[src/rtl/sp_pkg.sv]
package sp_pkg;
   localparam int ADDR_W = 12;
   localparam int WORD_W = ADDR_W - 2;
   localparam int BUS_W  = 32;

   localparam logic [WORD_W-1:0] OFS_DATA  = 10'd0;
   localparam logic [WORD_W-1:0] OFS_FLAG  = 10'd6;
   localparam logic [WORD_W-1:0] OFS_LPDIV = 10'd8;
   localparam logic [WORD_W-1:0] OFS_IBAUD = 10'd9;
   localparam logic [WORD_W-1:0] OFS_FBAUD = 10'd10;
   localparam logic [WORD_W-1:0] OFS_LINE  = 10'd11;
   localparam logic [WORD_W-1:0] OFS_CTRL  = 10'd12;
   localparam logic [WORD_W-1:0] OFS_LEVEL = 10'd13;
   localparam logic [WORD_W-1:0] OFS_MASK  = 10'd14;
   localparam logic [WORD_W-1:0] OFS_RAW   = 10'd15;
   localparam logic [WORD_W-1:0] OFS_MIS   = 10'd16;
   localparam logic [WORD_W-1:0] OFS_CLR   = 10'd17;

   localparam int FLG_TXE = 7;
   localparam int FLG_RXF = 6;
   localparam int FLG_TXF = 5;
   localparam int FLG_RXE = 4;

   localparam int IRQ_RX = 4;
   localparam int IRQ_TX = 5;

   localparam int LINE_FIFO_EN = 4;

   function automatic logic [7:0] id_byte(input logic [2:0] idx);
      case (idx)
         3'd0:    id_byte = 8'h11;
         3'd1:    id_byte = 8'h10;
         3'd2:    id_byte = 8'h14;
         3'd3:    id_byte = 8'h00;
         3'd4:    id_byte = 8'h0D;
         3'd5:    id_byte = 8'hF0;
         3'd6:    id_byte = 8'h05;
         default: id_byte = 8'hB1;
      endcase
   endfunction
endpackage

[src/rtl/sp_rx_fifo.sv]
module sp_rx_fifo #(
   parameter int DATA_W = 8,
   parameter int DEPTH  = 16
) (
   input  logic                        clk,
   input  logic                        rst_n,
   input  logic                        push,
   input  logic [DATA_W-1:0]           push_data,
   input  logic                        pop,
   output logic [DATA_W-1:0]           pop_data,
   output logic [$clog2(DEPTH+1)-1:0]  count
);
   localparam int PTR_W = $clog2(DEPTH);
   localparam int CNT_W = $clog2(DEPTH+1);
   localparam logic [CNT_W-1:0] FULL_CNT = CNT_W'(DEPTH);

   if (DEPTH < 2) begin : g_bad_depth
      $error("sp_rx_fifo: DEPTH must be at least 2");
   end
   if (DATA_W < 1) begin : g_bad_width
      $error("sp_rx_fifo: DATA_W must be positive");
   end

   logic [DATA_W-1:0] mem [DEPTH];
   logic [PTR_W-1:0]  wr_ptr, rd_ptr, wr_ptr_nx, rd_ptr_nx;
   logic              pop_ok;

   assign pop_ok = pop && (count != '0);

   if ((DEPTH & (DEPTH - 1)) == 0) begin : g_wrap_pow2
      assign wr_ptr_nx = PTR_W'(wr_ptr + 1'b1);
      assign rd_ptr_nx = PTR_W'(rd_ptr + 1'b1);
   end else begin : g_wrap_cmp
      assign wr_ptr_nx = (wr_ptr == PTR_W'(DEPTH-1)) ? '0 : PTR_W'(wr_ptr + 1'b1);
      assign rd_ptr_nx = (rd_ptr == PTR_W'(DEPTH-1)) ? '0 : PTR_W'(rd_ptr + 1'b1);
   end

   always_ff @(posedge clk) begin
      if (push) mem[wr_ptr] <= push_data;
   end

   always_ff @(posedge clk or negedge rst_n) begin
      if (!rst_n) begin
         wr_ptr <= '0;
         rd_ptr <= '0;
         count  <= '0;
      end else begin
         if (push)   wr_ptr <= wr_ptr_nx;
         if (pop_ok) rd_ptr <= rd_ptr_nx;
         case ({push, pop_ok})
            2'b10:   count <= count + 1'b1;
            2'b01:   count <= count - 1'b1;
            default: count <= count;
         endcase
      end
   end

   assign pop_data = mem[rd_ptr];

   // the front end never offers a character to a full queue
   p_no_overflow_r2: assert property (@(posedge clk) disable iff (!rst_n)
      push |-> (count < FULL_CNT));

   // popping an empty queue leaves count and read pointer alone
   p_empty_pop_hold_r5: assert property (@(posedge clk) disable iff (!rst_n)
      (pop && !push && count == '0) |=> (count == '0 && $stable(rd_ptr)));
endmodule

[src/rtl/sp_irq_bank.sv]
module sp_irq_bank #(
   parameter int W = 11
) (
   input  logic         clk,
   input  logic         rst_n,
   input  logic [W-1:0] set_vec,
   input  logic [W-1:0] clr_vec,
   input  logic         mask_we,
   input  logic [W-1:0] mask_wdata,
   output logic [W-1:0] raw,
   output logic [W-1:0] mask,
   output logic [W-1:0] masked,
   output logic         irq
);
   if (W < 6) begin : g_bad_w
      $error("sp_irq_bank: W must cover the transmit bit");
   end

   for (genvar i = 0; i < W; i++) begin : g_bit
      always_ff @(posedge clk or negedge rst_n) begin
         if (!rst_n)          raw[i] <= 1'b0;
         else if (set_vec[i]) raw[i] <= 1'b1;
         else if (clr_vec[i]) raw[i] <= 1'b0;
      end

      // a set request is visible in the raw word next cycle
      p_set_r6: assert property (@(posedge clk) disable iff (!rst_n)
         set_vec[i] |=> raw[i]);

      // a clear with no coincident set drops the raw bit
      p_clear_r8: assert property (@(posedge clk) disable iff (!rst_n)
         (clr_vec[i] && !set_vec[i]) |=> !raw[i]);
   end

   always_ff @(posedge clk or negedge rst_n) begin
      if (!rst_n)       mask <= '0;
      else if (mask_we) mask <= mask_wdata;
   end

   assign masked = raw & mask;
   assign irq    = |masked;
endmodule

[src/rtl/serial_port_regs.sv]
module serial_port_regs
   import sp_pkg::*;
#(
   parameter int DATA_W    = 8,
   parameter int DEPTH     = 16,
   parameter int TRIG      = 1,
   parameter int IRQ_W     = 11,
   parameter int LPDIV_W   = 8,
   parameter int IBAUD_W   = 16,
   parameter int FBAUD_W   = 6,
   parameter int LINE_W    = 8,
   parameter int CTRL_W    = 16,
   parameter int LEVEL_W   = 6,
   parameter int CTRL_RST  = 'h300,
   parameter int LEVEL_RST = 'h12
) (
   input  logic              clk,
   input  logic              rst_n,
   input  logic              bus_wr,
   input  logic              bus_rd,
   input  logic [11:0]       bus_addr,
   input  logic [31:0]       bus_wdata,
   output logic [31:0]       bus_rdata,
   input  logic              rx_valid,
   input  logic [7:0]        rx_data,
   output logic              rx_ready,
   output logic              tx_valid,
   output logic [7:0]        tx_data,
   output logic              irq
);
   localparam int CNT_W = $clog2(DEPTH+1);
   localparam logic [CNT_W-1:0] CAP_FIFO = CNT_W'(DEPTH);
   localparam logic [CNT_W-1:0] CAP_ONE  = CNT_W'(1);
   localparam logic [CNT_W-1:0] TRIG_CNT = CNT_W'(TRIG);

   if (DATA_W != 8) begin : g_bad_data
      $error("serial_port_regs: character ports are 8 bits");
   end
   if (TRIG < 1 || TRIG > DEPTH) begin : g_bad_trig
      $error("serial_port_regs: TRIG must lie in 1..DEPTH");
   end
   if (IRQ_W > BUS_W || LINE_W <= LINE_FIFO_EN) begin : g_bad_fields
      $error("serial_port_regs: field widths out of range");
   end
   if (CTRL_RST >= (1 << CTRL_W) || LEVEL_RST >= (1 << LEVEL_W)) begin : g_bad_rst
      $error("serial_port_regs: reset value does not fit its field");
   end

   // ---------------- decode ----------------
   logic [WORD_W-1:0] word;
   logic              id_hit;
   assign word   = bus_addr[ADDR_W-1:2];
   assign id_hit = &bus_addr[ADDR_W-1:5];

   function automatic logic hit(input logic [WORD_W-1:0] w, input logic [WORD_W-1:0] ofs);
      hit = (w == ofs);
   endfunction

   logic wr_data, wr_line, wr_mask, wr_clr, rd_data;
   assign wr_data = bus_wr && !id_hit && hit(word, OFS_DATA);
   assign wr_line = bus_wr && !id_hit && hit(word, OFS_LINE);
   assign wr_mask = bus_wr && !id_hit && hit(word, OFS_MASK);
   assign wr_clr  = bus_wr && !id_hit && hit(word, OFS_CLR);
   assign rd_data = bus_rd && !id_hit && hit(word, OFS_DATA);

   // ---------------- settings storage ----------------
   logic [LPDIV_W-1:0] lpdiv_q;
   logic [IBAUD_W-1:0] ibaud_q;
   logic [FBAUD_W-1:0] fbaud_q;
   logic [LINE_W-1:0]  line_q;
   logic [CTRL_W-1:0]  ctrl_q;
   logic [LEVEL_W-1:0] level_q;

   always_ff @(posedge clk or negedge rst_n) begin
      if (!rst_n) begin
         lpdiv_q <= '0;
         ibaud_q <= '0;
         fbaud_q <= '0;
         line_q  <= '0;
         ctrl_q  <= CTRL_W'(CTRL_RST);
         level_q <= LEVEL_W'(LEVEL_RST);
      end else if (bus_wr && !id_hit) begin
         if (hit(word, OFS_LPDIV)) lpdiv_q <= bus_wdata[LPDIV_W-1:0];
         if (hit(word, OFS_IBAUD)) ibaud_q <= bus_wdata[IBAUD_W-1:0];
         if (hit(word, OFS_FBAUD)) fbaud_q <= bus_wdata[FBAUD_W-1:0];
         if (wr_line)              line_q  <= bus_wdata[LINE_W-1:0];
         if (hit(word, OFS_CTRL))  ctrl_q  <= bus_wdata[CTRL_W-1:0];
         if (hit(word, OFS_LEVEL)) level_q <= bus_wdata[LEVEL_W-1:0];
      end
   end

   // ---------------- receive queue ----------------
   logic              fifo_en;
   logic [CNT_W-1:0]  rx_count;
   logic [CNT_W-1:0]  rx_cap;
   logic [7:0]        head;
   logic              rx_push, rx_pop_ok;

   assign fifo_en   = line_q[LINE_FIFO_EN];
   assign rx_cap    = fifo_en ? CAP_FIFO : CAP_ONE;
   assign rx_ready  = (rx_count < rx_cap);
   assign rx_push   = rx_valid && rx_ready;
   assign rx_pop_ok = rd_data && (rx_count != '0);

   sp_rx_fifo #(.DATA_W(DATA_W), .DEPTH(DEPTH)) u_rx_fifo (
      .clk       (clk),
      .rst_n     (rst_n),
      .push      (rx_push),
      .push_data (rx_data),
      .pop       (rd_data),
      .pop_data  (head),
      .count     (rx_count)
   );

   // ---------------- flags ----------------
   logic [7:0] flags;
   always_comb begin
      flags          = '0;
      flags[FLG_TXE] = 1'b1;
      flags[FLG_TXF] = 1'b0;
      flags[FLG_RXF] = (rx_count >= rx_cap);
      flags[FLG_RXE] = (rx_count == '0);
   end

   // ---------------- interrupts ----------------
   logic [IRQ_W-1:0] irq_set, irq_clr, irq_raw, irq_mask, irq_mis;
   logic             rx_reach, rx_drop;

   assign rx_reach = rx_push && !rx_pop_ok && (rx_count == TRIG_CNT - 1'b1);
   assign rx_drop  = rx_pop_ok && !rx_push && (rx_count == TRIG_CNT);

   always_comb begin
      irq_set         = '0;
      irq_set[IRQ_RX] = rx_reach;
      irq_set[IRQ_TX] = wr_data;
      irq_clr         = wr_clr ? bus_wdata[IRQ_W-1:0] : '0;
      irq_clr[IRQ_RX] = irq_clr[IRQ_RX] | rx_drop;
   end

   sp_irq_bank #(.W(IRQ_W)) u_irq (
      .clk        (clk),
      .rst_n      (rst_n),
      .set_vec    (irq_set),
      .clr_vec    (irq_clr),
      .mask_we    (wr_mask),
      .mask_wdata (bus_wdata[IRQ_W-1:0]),
      .raw        (irq_raw),
      .mask       (irq_mask),
      .masked     (irq_mis),
      .irq        (irq)
   );

   // ---------------- transmit strobe ----------------
   assign tx_valid = wr_data;
   assign tx_data  = bus_wdata[7:0];

   // ---------------- read mux ----------------
   always_comb begin
      bus_rdata = '0;
      if (id_hit) begin
         bus_rdata = BUS_W'(id_byte(bus_addr[4:2]));
      end else begin
         case (word)
            OFS_DATA:  bus_rdata = BUS_W'(head);
            OFS_FLAG:  bus_rdata = BUS_W'(flags);
            OFS_LPDIV: bus_rdata = BUS_W'(lpdiv_q);
            OFS_IBAUD: bus_rdata = BUS_W'(ibaud_q);
            OFS_FBAUD: bus_rdata = BUS_W'(fbaud_q);
            OFS_LINE:  bus_rdata = BUS_W'(line_q);
            OFS_CTRL:  bus_rdata = BUS_W'(ctrl_q);
            OFS_LEVEL: bus_rdata = BUS_W'(level_q);
            OFS_MASK:  bus_rdata = BUS_W'(irq_mask);
            OFS_RAW:   bus_rdata = BUS_W'(irq_raw);
            OFS_MIS:   bus_rdata = BUS_W'(irq_mis);
            default:   bus_rdata = '0;
         endcase
      end
   end

   // a transmit strobe leaves the transmit raw bit set
   p_tx_raw_r7: assert property (@(posedge clk) disable iff (!rst_n)
      tx_valid |=> irq_raw[IRQ_TX]);

   // draining the last entry raises the receive-empty flag
   p_rx_empty_flag_r5: assert property (@(posedge clk) disable iff (!rst_n)
      (rx_pop_ok && !rx_push && rx_count == CNT_W'(1)) |=> flags[FLG_RXE]);

   // single-entry mode never holds a second character after an accept
   p_single_hold_r3: assert property (@(posedge clk) disable iff (!rst_n)
      (!fifo_en && !wr_line && rx_push && !rx_pop_ok) |=> !rx_ready);
endmodule

[config.mk]
export PLATFORM = sky130hd
export DESIGN_NAME = serial_port_regs
export DESIGN_NICKNAME = d
export VERILOG_FILES = /design/src/rtl/sp_pkg.sv /design/src/rtl/sp_rx_fifo.sv /design/src/rtl/sp_irq_bank.sv /design/src/rtl/serial_port_regs.sv
export SDC_FILE = /design/constraint.sdc
export NUM_CORES = 1
export LEC_CHECK = 0
export BUFFER_PORTS_ARGS = -buffer_cell sky130_fd_sc_hd__buf_2
export CAP_MARGIN = 10
export CORE_AREA = 2 2 183 185
export CTS_BUF_LIST = sky130_fd_sc_hd__clkbuf_4
export DETAILED_ROUTE_END_ITERATION = 8
export DIE_AREA = 0 0 185 187
export GPL_TIMING_DRIVEN = 0
export HOLD_SLACK_MARGIN = 0.1
export PLACE_DENSITY_LB_ADDON = 0.2
export REMOVE_ABC_BUFFERS = 1
export SYNTH_ARGS = -nofsm -noshare
export SYNTH_HDL_FRONTEND = slang
export SYNTH_SLANG_ARGS = --single-unit
[constraint.sdc]
create_clock -name clk -period 2.46 [get_ports clk]
set_clock_uncertainty 0.1 [all_clocks]
set_input_delay 0.369 -clock clk [delete_from_list [all_inputs] [get_ports clk]]
set_output_delay 0.369 -clock clk [all_outputs]
set_load 0.05 [all_outputs]
Yosys cells after proc, flatten, opt, wreduce, memory -nomap -nowiden
Memories as Yosys holds them, arrays and structs flattened.
Cells that the tools add are included.
{"block": "op_classes", "addsub": 4, "n_lt_le_gt_ge": 2, "eq_ne": 20, "n_mux": 12, "bitwise": 2, "reduce_logical": 31}
{"operator": "one-hot mux 16 bit (11 select lines)", "count": 1}
{"operator": "equality test 10 x 4 -> 1 bit (second input constant)", "count": 8}
{"operator": "one-hot mux 8 bit (7 select lines)", "count": 1}
{"operator": "equality test 10 x 5 -> 1 bit (second input constant)", "count": 2}
{"operator": "two-way mux 16 bit", "count": 1}
{"operator": "logical AND 1 bit", "count": 13}
{"operator": "AND reduction 2 bit", "count": 6}
{"operator": "bitwise AND 6 x 11 -> 11 bit", "count": 1}
{"operator": "OR reduction 11 bit", "count": 1}
{"operator": "equality test 10 x 3 -> 1 bit (second input constant)", "count": 1}
{"operator": "zero test 10 bit", "count": 1}
{"operator": "one-hot mux 5 bit (2 select lines)", "count": 1}
{"operator": "equality test 3 bit (second input constant)", "count": 3}
{"operator": "adder 4 x 1 -> 4 bit (second input constant)", "count": 2}
{"operator": "AND reduction 7 bit", "count": 1}
{"operator": "equality test 3 x 2 -> 1 bit (second input constant)", "count": 2}
{"operator": "two-way mux 1 bit", "count": 6}
{"operator": "two-way mux 6 bit", "count": 1}
{"operator": "nonzero test 2 bit", "count": 3}
{"operator": "adder 5 x 1 -> 5 bit (second input constant)", "count": 1}
{"operator": "equality test 5 x 1 -> 1 bit (second input constant)", "count": 1}
{"operator": "greater-or-equal comparator 5 bit", "count": 1}
{"operator": "zero test 5 bit", "count": 1}
{"operator": "less-than comparator 5 bit", "count": 1}
{"operator": "9 further kinds", "count": 11}
{"block": "totals", "reg_bits": 86, "mem_bits_rw": 128, "output_inout_bits": 43, "memories": 1}
{"memory": "u_rx_fifo.mem", "depth": 16, "width": 8, "rd": 1, "rd_clocked_by_memory_dff": 0, "write_ports": 1, "line": "sp_rx_fifo.sv:24", "source": "logic [DATA_W-1:0] mem [DEPTH];"}

Logic depth before layout (Yosys ltp)
Gate-level depths: netlist (run 1).
{"block": "logic_depth", "depth_word": 10, "ltp_mapped": 11, "depth_no_buf": 9}

By module
A second synthesis (run 1) with hierarchy kept.
{"block": "unflattened", "cells_unflattened": 696, "area_unflattened_um2": 10324.9}
{"mod": "sp_rx_fifo", "n_inst": 1, "cells_per_inst": 291, "area_per_inst_um2": 5681.7}
{"mod": "serial_port_regs", "n_inst": 1, "cells_per_inst": 333, "area_per_inst_um2": 3731.1}
{"mod": "sp_irq_bank", "n_inst": 1, "cells_per_inst": 72, "area_per_inst_um2": 912.1}

Least setup slack after synthesis (run 1)
No wires, ideal clock.
{"block": "synth_timing", "path_type": "flip-flop to output port", "startpoint": "register u_rx_fifo.count[0]", "endpoint": "output bus_rdata[6]", "arrival_ns": 3.018, "required_time_ns": 1.991, "path_slack_ns": -1.027, "path_stages_with_launch": 8, "path_buffers": 0, "cell_sequence": "dfrtp_1 -> inv_1 -> ha_1 -> or4b_2 -> a21oi_1 -> a2111oi_0 -> a311oi_1 -> nand3_1"}
{"block": "synth_between", "elab_chain_cells": 3}
{"element": "from (decl)", "line": "sp_rx_fifo.sv:11", "source": "output logic [$clog2(DEPTH+1)-1:0] count"}
{"element": "from (signal assigned)", "line": "sp_rx_fifo.sv:51", "source": "2'b10: count <= count + 1'b1;"}
{"element": "from (signal assigned)", "line": "sp_rx_fifo.sv:52", "source": "2'b01: count <= count - 1'b1;"}
{"element": "from (signal assigned)", "line": "sp_rx_fifo.sv:53", "source": "default: count <= count;"}
{"element": "greater-or-equal comparator 5 bit", "line": "serial_port_regs.sv:121", "source": "flags[FLG_RXF] = (rx_count >= rx_cap);"}
{"element": "one-hot mux 16 bit (11 select lines)", "line": "serial_port_regs.sv:163", "source": "case (word)"}
{"element": "two-way mux 16 bit", "line": "serial_port_regs.sv:160", "source": "if (id_hit) begin"}
{"element": "to (decl)", "line": "serial_port_regs.sv:23", "source": "output logic [31:0] bus_rdata,"}
Every way passes these cells.

Final worst setup path (run 1)
{"block": "layout_timing", "startpoint": "register u_rx_fifo.rd_ptr[1]", "endpoint": "output bus_rdata[4]"}
{"block": "layout_between", "elab_chain_cells": 3}
{"element": "from (decl)", "line": "sp_rx_fifo.sv:25", "source": "logic [PTR_W-1:0] wr_ptr, rd_ptr, wr_ptr_nx, rd_ptr_nx;"}
{"element": "from (signal assigned)", "line": "sp_rx_fifo.sv:49", "source": "if (pop_ok) rd_ptr <= rd_ptr_nx;"}
{"element": "memory read (16 x 8 bit)"}
{"element": "one-hot mux 16 bit (11 select lines)", "line": "serial_port_regs.sv:163"}
{"element": "two-way mux 16 bit", "line": "serial_port_regs.sv:160"}
Every way passes these cells.

==> impl_metrics.env, run 1 <==
export IMPL_outcome="finished with violations"
export IMPL_violations="setup timing"
export IMPL_yosysTopAreaCell="edfxtp_1"
export IMPL_crit_fanout=8
export IMPL_ys_seq_area_share_pct=62.4
export IMPL_synthCells=629
export IMPL_wl_met3_um=1330
export IMPL_synth_most_common_cell="edfxtp_1"
export IMPL_wirelength_um=24200
export IMPL_grt_util_all_layers_pct=14.0
export IMPL_ys_flop_type="edfxtp_1"
export IMPL_start_kind="register"
export IMPL_cts_sinks=214
export IMPL_avgRoutedWirePerCell_um=19.2
export IMPL_htreeDepth=2
export IMPL_core_mm2=0.0329
export IMPL_ys_warn_count=0
export IMPL_die_area_mm2=0.0346
export IMPL_placement_io_buffers=65
export IMPL_synthArstFlopShare_pct=40.2
export IMPL_criticalPathCategory="register to output port"
export IMPL_antenna_found_initial=1
export IMPL_worstReg2RegStart="u_rx_fifo.count[0]$_DFFE_PN0P_"
export IMPL_overflow=0
export IMPL_synth_area_leaders="edfxtp_1 (40%), dfrtp_1 (21%), mux2_2 (8.7%)"
export IMPL_place_hpwl_um=15300
export IMPL_grt_pass1_vias=6304
export IMPL_power_density_mw_per_mm2=680
export IMPL_setup_ws_ps=-773
export IMPL_via_per_inst=4.82
export IMPL_first_iter_violations=431
export IMPL_holdWs_ps=179
export IMPL_cpPeakStageDelay_ps=510
export IMPL_ys_ff_latch=214
export IMPL_wl_met1_um=10700
export IMPL_synthToLayoutAreaGrowth_pct=26.1
export IMPL_crit_path_end_kind="output port"
export IMPL_critPathLaunch="u_rx_fifo.rd_ptr[1]$_DFFE_PN0P_"
export IMPL_drive_gt1_share_pct=45.7
export IMPL_hold_path_class="input port to async pin"
export IMPL_syn_area_mm2=0.00962
export IMPL_p_clk_share_pct=35.5
export IMPL_routed_via_count=6082
export IMPL_ir_drop_v=0.000298
export IMPL_die_y_um=187
export IMPL_switching_share_pct=27.2
export IMPL_wl_met2_um=11700
export IMPL_synth_distinct_cells=60
export IMPL_finalCriticalPeriod_ps=3230
export IMPL_report_final_slew_viol_count=0
export IMPL_grt_max_degree=65
export IMPL_drc_errors=0
export IMPL_clock_fmax_ghz=0.309
export IMPL_avgSynthCellArea_um2=15.3
export IMPL_placed_area_mm2=0.0104
export IMPL_fin_crit_sh_pct=131
export IMPL_die_x_um=185
export IMPL_worst_pin_slew_ps=1140
export IMPL_combPwrFrac_pct=14.3
export IMPL_stdcell_area_mm2=0.0121
export IMPL_finish_utilization_pct=36.9
export IMPL_clock_path_buffers=3
export IMPL_highest_layer="met4"
export IMPL_tritoncts="yes"
export IMPL_boundaryPins=100
export IMPL_synth_top_area_share_pct=40.0
export IMPL_clk_pin_slew_worst_paths_ps=60
export IMPL_grt_first_pass_wirelength_um=36600
export IMPL_finalHoldViolations=0
export IMPL_row_count=67
export IMPL_leakage_nw=4.69
export IMPL_critPathTopFamily="multiplexers"
export IMPL_maxSlewHeadroom_pct=23.7
export IMPL_first_pass_iters=4
export IMPL_place_congestion=0.852
export IMPL_drv_cap=0
export IMPL_required_ps=1990
export IMPL_fill_cells=3171
export IMPL_synth_edff_count=128
export IMPL_ant_nets=0
export IMPL_start_util_pct=29.3
export IMPL_synth_common_cells="edfxtp_1 (128), dfrtp_1 (82), mux2_2 (74)"
export IMPL_cts_buffers=57
export IMPL_setup_viol=112
export IMPL_cts_root_buf="clkbuf_4"
export IMPL_path_cells="buf_12, mux4_2, a22oi_2, a31oi_2, or4_4, buf_6"
export IMPL_finalNetCount=849
export IMPL_insertion_delay_ps=670
export IMPL_path_buf_inv=2
export IMPL_cpMaxStageDelayCell="mux4_2"
export IMPL_power_switching_mw=2.24
export IMPL_rsz0062_at_grt="yes"
export IMPL_sequentialPowerShare_pct=50.2
export IMPL_cell_internal_pwr_mw=5.99
export IMPL_cp_arrival_ps=2760
## state kept, by name, indices dropped and copies added (netlist names), 5 cells and up
signal / cells
u_irq.mask: 11
u_rx_fifo.count: 5
u_rx_fifo.mem: 128
ibaud_q: 16
ctrl_q: 16
lpdiv_q: 8
level_q: 6
fbaud_q: 6
line_q: 8
## layout by cell type, fill, tap and decap left out, types with 4 or more instances in the layout
cell type      netlist  routed
xnor2_1              8       8
conb_1               1      16
nor2_1              17      14
o21ai_0              6       4
nand2_1             36      34
mux2i_1             10      10
buf_2                6      45
edfxtp_1           128     128
buf_8                0       5
mux4_2              37      37
ha_1                13      11
nand4_1              8       8
clkbuf_4             0      83
clkinv_1             1       6
dfrtp_1             82      77
a22o_1               9       9
buf_4               24      29
buf_16               0       5
buf_6                1      13
mux2_2              74      73
nand3_1             21      18
nor2b_1              7       7
dfstp_2              4       4
a22oi_1              8       5
and2_4               0      16
dlygate4sd3_1        0      30
inv_1                7       5
## power by group through the flow
stage          clock network, mW  logic [mW]  registers, mW
2_1_floorplan                  0       0.523           4.15
3_3_place_gp                   0       0.832           4.18
3_5_place_dp                   0       0.853           4.19
4_1_cts                     3.04        1.11           4.13
5_1_grt                     3.22        1.28           4.16
6_report                    2.92        1.18           4.14
## layout make-up
cell class | count | area, µm² | share of cell area [%]
repair buffers | 131 | 1190 | 9.80
diodes | 1 | 2.50 | 0.0206
clock buffers | 83 | 623 | 5.14
well taps | 448 | 561 | 4.62
multi-input cells | 367 | 3650 | 30.1
clock inverters | 9 | 47.5 | 0.392
flip-flops and latches | 214 | 6010 | 49.6
inverters | 8 | 35.0 | 0.289
## worst paths after layout
| path | depth (start not counted) | to | slack, ps |
|---|---|---|---|
| setup / recovery | 6 | bus_rdata[4] | -770 |
| hold / removal | 3 | u_irq.mask[9]$_DFFE_PN0P_ | 180 |
| setup reg to reg | 9 | u_rx_fifo.mem[5][1]$_DFFE_PP_ | -100 |
| hold reg to reg | 1 | line_q[3]$_DFFE_PN0P_ | 400 |
| max in group asynchronous | 4 | u_rx_fifo.count[0]$_DFFE_PN0P_ | 1170 |
| min in group clk | 3 | line_q[7]$_DFFE_PN0P_ | 260 |
## per-stage QoR
step                      total power [mW]  setup slack, ps  TNS (ps)  std cells
after global placement                5.01            -1640   -209120       1102
after floorplan                       4.67            -1030   -136350        589
after global routing                  8.66             -876    -20980       1261
after detailed placement              5.05            -1160   -183960       1108
final                                 8.24             -773    -10590       1261
after CTS                             8.29             -885     -6440       1251
## routing by layer
metal,vias up,global-route usage [%]
li1,2715,-
met1,3135,18.2
met2,191,23.2
met3,41,2.92
met4,0,4.37
met5,-,0
## worst min-delay path, cell delays in order
cell	delay, ps
dlygate4sd3_1	540
buf_4	140
buf_16	290
## logic make-up (layout without fill, tap and decap cells)
group,Yosys count,after routing,share of synthesized area (%)
buffers and inverters,63,231,3.55
flip-flops,214,214,62.4
other,1,17,0.0390
AO/OA/AOI/OAI,57,57,4.28
adder cells (fa/ha/maj),13,13,1.69
XOR/XNOR,11,11,1.00
AND/OR/NAND/NOR,149,149,8.65
multiplexers,121,121,18.4
## what timing repair did
action | 4_1_cts | 5_1_grt
cloned | 1 | 1
setup endpoints to repair | 174 | 145
hold endpoints to repair | 291 | 0
hold buffers | 30 | 0
gates resized for setup | 121 | 18
pin swaps | 22 | 19
setup buffers | 20 | 9
No activity file was read; power rests on OpenSTA's default activity.
==> run 2: changes to the inputs <==
--- a/config.mk
+++ b/config.mk
@@ -13,7 +13,7 @@
 export DIE_AREA = 0 0 185 187
 export GPL_TIMING_DRIVEN = 0
 export HOLD_SLACK_MARGIN = 0.1
-export PLACE_DENSITY_LB_ADDON = 0.2
+export PLACE_DENSITY_LB_ADDON = 0.08
 export REMOVE_ABC_BUFFERS = 1
 export SYNTH_ARGS = -nofsm -noshare
 export SYNTH_HDL_FRONTEND = slang
==> run 2 against run 1 <==
Against the previous run: the run still ends with setup timing left; setup slack got worse by 34 ps; final cell count increased by 0.40%; global-route usage increased by 0.97 points; sequential power about the same; critical path type unchanged; critical endpoint unchanged; largest cell class unchanged; largest power group unchanged.
==> impl_metrics.env, run 2 (same netlist as run 1, synthesis figures left out) <==
export IMPL_outcome="finished with violations"
export IMPL_violations="setup timing"
export IMPL_cpMaxStageDelayCell="mux4_2"
export IMPL_finish_utilization_pct=36.9
export IMPL_overflow=0
export IMPL_first_iter_violations=231
export IMPL_report_final_slew_viol_count=0
export IMPL_layout_common_cells="edfxtp_1 (128), clkbuf_4 (95), dfrtp_1 (78)"
export IMPL_leakage_nw=4.71
export IMPL_place_hpwl_um=16000
export IMPL_combPwrFrac_pct=13.4
export IMPL_avgRoutedWirePerCell_um=19.9
export IMPL_setup_ws_ps=-807
export IMPL_synthToLayoutAreaGrowth_pct=26.2
export IMPL_cp_arrival_ps=2800
export IMPL_rsz0062_at_grt="yes"
export IMPL_final_common_cell="edfxtp_1"
export IMPL_switching_share_pct=27.5
export IMPL_insertion_delay_ps=740
export IMPL_p_clk_share_pct=38.0
export IMPL_boundaryPins=100
export IMPL_place_congestion=0.764
export IMPL_clk_pin_slew_worst_paths_ps=60
export IMPL_cts_buffers=61
export IMPL_ir_drop_v=0.000336
export IMPL_clock_fmax_ghz=0.306
export IMPL_layout_cells_non_filler=1266
export IMPL_core_mm2=0.0329
export IMPL_crit_fanout=8
export IMPL_die_x_um=185
export IMPL_power_total_mw=8.51
export IMPL_largest_reg_flops=128
export IMPL_grt_max_degree=53
export IMPL_maxSlewHeadroom_pct=36.5
export IMPL_start_util_pct=29.3
export IMPL_grt_util_all_layers_pct=14.9
export IMPL_via_per_inst=4.72
export IMPL_routed_via_count=5980
export IMPL_required_ps=1990
export IMPL_grt_first_pass_wirelength_um=38700
export IMPL_finalNetCount=845
export IMPL_drc_errors=0
export IMPL_top_register="u_rx_fifo.mem"
export IMPL_htreeDepth=2
export IMPL_worst_pin_slew_ps=943
export IMPL_start_kind="register"
export IMPL_finalCriticalPeriod_ps=3270
export IMPL_ant_nets=0
export IMPL_cts_root_buf="clkbuf_4"
export IMPL_finalHoldViolations=0
export IMPL_reg_top3="u_rx_fifo.mem x128, ctrl_q x16, ibaud_q x16"
export IMPL_fin_crit_sh_pct=133
export IMPL_criticalPathCategory="register to output port"
export IMPL_first_pass_iters=6
export IMPL_tritoncts="yes"
export IMPL_cts_sinks=214
export IMPL_clock_path_buffers=3
export IMPL_power_switching_mw=2.34
export IMPL_dp_cells=1107
export IMPL_drive_gt1_share_pct=46.4
export IMPL_setup_viol=27
export IMPL_r2r_slack_ps=-30
export IMPL_power_density_mw_per_mm2=701
export IMPL_drv_cap=0
export IMPL_die_area_mm2=0.0346
export IMPL_row_count=67
export IMPL_die_y_um=187
export IMPL_crit_path_end_kind="output port"
export IMPL_placement_io_buffers=65
export IMPL_hold_path_class="input port to register"
export IMPL_wirelength_um=25200
export IMPL_cpPeakStageDelay_ps=520
export IMPL_path_cells="buf_12, mux4_2, a22oi_2, a31oi_2, or4_4, buf_6"
export IMPL_antenna_found_initial=1
export IMPL_cell_internal_pwr_mw=6.17
export IMPL_grt_pass1_vias=6512
export IMPL_sequentialPowerShare_pct=48.6
==> run 2: changes by cell type in the layout (fill, tap and decap cells not counted), sizes merged <==
cell / before / now
clkinvlp: 1 / 0
clkinv: 8 / 10
buf: 100 / 93
clkbuf: 84 / 95
==> run 2: cell type report <==
class / count / area (µm²)
fillers: 3190 / 20700
flip-flops and latches: 214 / 6010
multi-input cells: 367 / 3690
repair buffers: 123 / 1070
clock buffers: 95 / 713
well taps: 448 / 561
clock inverters: 10 / 47.5
inverters: 8 / 35.0
diodes: 1 / 2.50
==> run 2: stage by stage <==
stage / hold WS (ps) / setup slack (ps) / area (µm²) / TNS, ps
3_3_place_gp: 385 / -1710 / 10200 / -215580
3_5_place_dp: 265 / -1190 / 10400 / -194560
2_1_floorplan: -26.6 / -1030 / 9360 / -136350
6_report: 224 / -807 / 12100 / -5690
4_1_cts: 125 / -906 / 12000 / -8790
5_1_grt: 196 / -921 / 12100 / -15110
==> run 2: path summary, 6_finish.rpt <==
| path | start | to | cells past startpoint |
|---|---|---|---|
| min reg2reg | fbaud_q[2]$_DFFE_PN0P_ | fbaud_q[2]$_DFFE_PN0P_ | 1 |
| min in group asynchronous | rst_n | level_q[1]$_DFFE_PN1P_ | 3 |
| max | u_rx_fifo.rd_ptr[1]$_DFFE_PN0P_ | bus_rdata[4] | 6 |
| min | bus_addr[10] | line_q[2]$_DFFE_PN0P_ | 3 |
| max in group asynchronous | rst_n | ctrl_q[8]$_DFFE_PN1P_ | 4 |
| max reg2reg | line_q[4]$_DFFE_PN0P_ | u_rx_fifo.mem[13][6]$_DFFE_PP_ | 9 |
==> run 2: routing by layer <==
metal / routed length (µm) / track usage [%] / share of wire (%) / vias to the layer above
li1: - / - / - / 2715
met2: 12000 / 24.4 / 48 / 173
met4: 630 / 5.07 / 2.5 / 0
met1: 11100 / 19.3 / 44 / 3035
met3: 1420 / 3.66 / 5.6 / 57
met5: 0 / 0 / 0 / -
==> run 2: worst max-delay path, delay by kind of cell, from the launching register on <==
family / cells / cell delay, ps
AO/OA/AOI/OAI: 2 / 430
buffers and inverters: 2 / 310
flip-flops: 1 / 390
multiplexers: 1 / 520
AND/OR/NAND/NOR: 1 / 450
==> run 2: power groups by stage <==
stage | clock network, mW | logic (mW) | registers, mW
after floorplan | 0 | 0.523 | 4.15
after detailed placement | 0 | 0.876 | 4.20
final | 3.23 | 1.14 | 4.14
after global placement | 0 | 0.851 | 4.19
after global routing | 3.57 | 1.26 | 4.16
after CTS | 3.37 | 1.13 | 4.14
==> run 2: what timing repair did <==
item                                    CTS  global route
endpoints found under the setup margin  178           156
resized for setup                       114            23
pin swaps                                13            14
hold buffers                             31             0
endpoints found under the hold margin   295             0
setup buffers                            19             2
gates cloned                              1             0
==> run 3: changes to the inputs <==
--- a/config.mk
+++ b/config.mk
@@ -14,6 +14,7 @@
 export GPL_TIMING_DRIVEN = 0
 export HOLD_SLACK_MARGIN = 0.1
 export PLACE_DENSITY_LB_ADDON = 0.08
+export RECOVER_POWER = 25
 export REMOVE_ABC_BUFFERS = 1
 export SYNTH_ARGS = -nofsm -noshare
 export SYNTH_HDL_FRONTEND = slang
==> run 3 against run 2 <==
Against the previous run: the run still ends with setup timing left; power is essentially flat; clock power is essentially flat; combinational power is essentially flat; maximum frequency is essentially flat; setup slack is essentially flat; critical path type unchanged.
==> impl_metrics.env, run 3 (same netlist as run 1, synthesis figures left out) <==
export IMPL_boundaryPins=100
export IMPL_via_per_inst=4.73
export IMPL_criticalPathCategory="register to output port"
export IMPL_sequentialPowerShare_pct=48.6
export IMPL_rsz0062_at_grt="yes"
export IMPL_htreeDepth=2
export IMPL_antenna_found_initial=1
export IMPL_finalNetCount=845
export IMPL_cpMaxStageDelayCell="mux4_2"
export IMPL_cp_num_cells=6
export IMPL_fin_crit_sh_pct=133
export IMPL_place_hpwl_um=16000
export IMPL_crit_fanout=8
export IMPL_maxSlewHeadroom_pct=36.5
export IMPL_power_switching_mw=2.34
export IMPL_critPathTopFamily="multiplexers"
export IMPL_crit_path_end_kind="output port"
export IMPL_power_density_mw_per_mm2=702
export IMPL_reg2reg_depth=9
export IMPL_combPwrFrac_pct=13.4
export IMPL_die_y_um=187
export IMPL_leakage_nw=4.70
export IMPL_ir_drop_v=0.000336
export IMPL_avgRoutedWirePerCell_um=19.9
export IMPL_insertion_delay_ps=740
export IMPL_p_clk_share_pct=38.0
export IMPL_cts_sinks=214
export IMPL_die_x_um=185
export IMPL_outcome="finished with violations"
export IMPL_finalCriticalPeriod_ps=3270
export IMPL_cp_arrival_ps=2800
export IMPL_top_register="u_rx_fifo.mem"
export IMPL_cts_root_buf="clkbuf_4"
export IMPL_path_cells="buf_12, mux4_2, a22oi_2, a31oi_2, or4_4, buf_6"
export IMPL_clock_fmax_ghz=0.306
export IMPL_reg_top3="u_rx_fifo.mem x128, ctrl_q x16, ibaud_q x16"
export IMPL_place_congestion=0.764
export IMPL_routed_via_count=5982
export IMPL_report_final_slew_viol_count=0
export IMPL_required_ps=1990
export IMPL_violations="setup timing"
export IMPL_cpPeakStageDelay_ps=520
export IMPL_path_buf_inv=2
export IMPL_row_count=67
export IMPL_start_kind="register"
export IMPL_tritoncts="yes"
export IMPL_cell_internal_pwr_mw=6.17
export IMPL_first_pass_iters=6
export IMPL_grt_util_all_layers_pct=14.9
export IMPL_wirelength_um=25200
export IMPL_dp_slack_ps=-1190
export IMPL_core_mm2=0.0329
export IMPL_layout_cells_non_filler=1266
export IMPL_grt_max_degree=53
export IMPL_largest_reg_flops=128
export IMPL_die_area_mm2=0.0346
export IMPL_power_total_mw=8.51
export IMPL_dp_cells=1107
export IMPL_drv_cap=0
export IMPL_first_iter_violations=231
export IMPL_setup_ws_ps=-807
export IMPL_worst_pin_slew_ps=943
export IMPL_final_common_cell="edfxtp_1"
export IMPL_holdPathStages=3
export IMPL_grt_first_pass_wirelength_um=38700
export IMPL_start_util_pct=29.3
export IMPL_clk_pin_slew_worst_paths_ps=60
export IMPL_setup_viol=27
export IMPL_clock_path_buffers=3
export IMPL_overflow=0
export IMPL_cts_buffers=61
export IMPL_synthToLayoutAreaGrowth_pct=26.1
export IMPL_grt_pass1_vias=6512
export IMPL_layout_common_cells="edfxtp_1 (128), clkbuf_4 (95), dfrtp_1 (78)"
export IMPL_hold_path_class="input port to register"
export IMPL_switching_share_pct=27.5
export IMPL_drive_gt1_share_pct=45.7
export IMPL_ant_nets=0
export IMPL_finalHoldViolations=0
export IMPL_drc_errors=0
export IMPL_placement_io_buffers=65
-- run 3: changes by cell type in the layout (fill, tap and decap cells not counted) --
cell,change
clkbuf_1,+6
buf_2,-6
-- run 3: cell type report --
class,instances,area [µm²]
Multi-Input combinational cell,367,3690
Antenna cell,1,2.50
Tap cell,448,561
Fill cell,3191,20700
Inverter,8,35.0
Timing Repair Buffer,123,1060
Clock inverter,10,47.5
Clock buffer,95,713
Sequential cell,214,6010
-- run 3: through the flow --
step	hold slack, ps	setup TNS [ps]	instance area, µm²	util (%)
after global placement	385	-215580	10200	31.2
after global routing	196	-15110	12100	36.9
final	224	-5670	12100	36.9
after detailed placement	265	-194560	10400	31.5
after floorplan	-26.6	-136350	9360	-
after CTS	125	-8790	12000	36.6
-- run 3: path summary, 6_finish.rpt --
| kind | slack (ps) | to | start |
|---|---|---|---|
| hold reg to reg | 400 | fbaud_q[2]$_DFFE_PN0P_ | fbaud_q[2]$_DFFE_PN0P_ |
| hold / removal | 220 | line_q[2]$_DFFE_PN0P_ | bus_addr[10] |
| setup / recovery | -810 | bus_rdata[4] | u_rx_fifo.rd_ptr[1]$_DFFE_PN0P_ |
| max in group asynchronous | 1230 | ctrl_q[8]$_DFFE_PN1P_ | rst_n |
| min in group asynchronous | 670 | level_q[1]$_DFFE_PN1P_ | rst_n |
| setup reg to reg | -20 | u_rx_fifo.mem[13][6]$_DFFE_PP_ | line_q[4]$_DFFE_PN0P_ |
-- run 3: metal layers --
layer | track usage [%] | vias to the layer above | share of wire [%] | wire (µm)
met5 | 0 | - | 0 | 0
met4 | 5.07 | 0 | 2.5 | 630
met3 | 3.66 | 57 | 5.7 | 1430
met2 | 24.4 | 177 | 48 | 12000
met1 | 19.3 | 3034 | 44 | 11100
li1 | - | 2714 | - | -
-- run 3: what timing repair did --
item | in CTS | in global routing
setup endpoints to repair | 178 | 156
gates resized for setup | 114 | 23
pin swaps | 13 | 14
buffers inserted | 19 | 2
endpoints found under the hold margin | 295 | 0
gates cloned | 1 | 0
hold buffers | 31 | 0
-- run 3: worst reg2reg max path, delay by kind of cell (launching register included) --
kind,cells,cell delay [ps]
buf+inv,3,340
simple gates,4,1020
fa+ha+maj,1,120
compound gates,1,190
flops,1,390
-- run 3: power by group through the flow --
stage	clock network [mW]	logic, mW	registers (mW)
floorplan	0	0.523	4.15
global placement	0	0.851	4.19
detailed placement	0	0.876	4.20
CTS	3.37	1.13	4.14
global route	3.57	1.26	4.16
finish	3.23	1.14	4.14
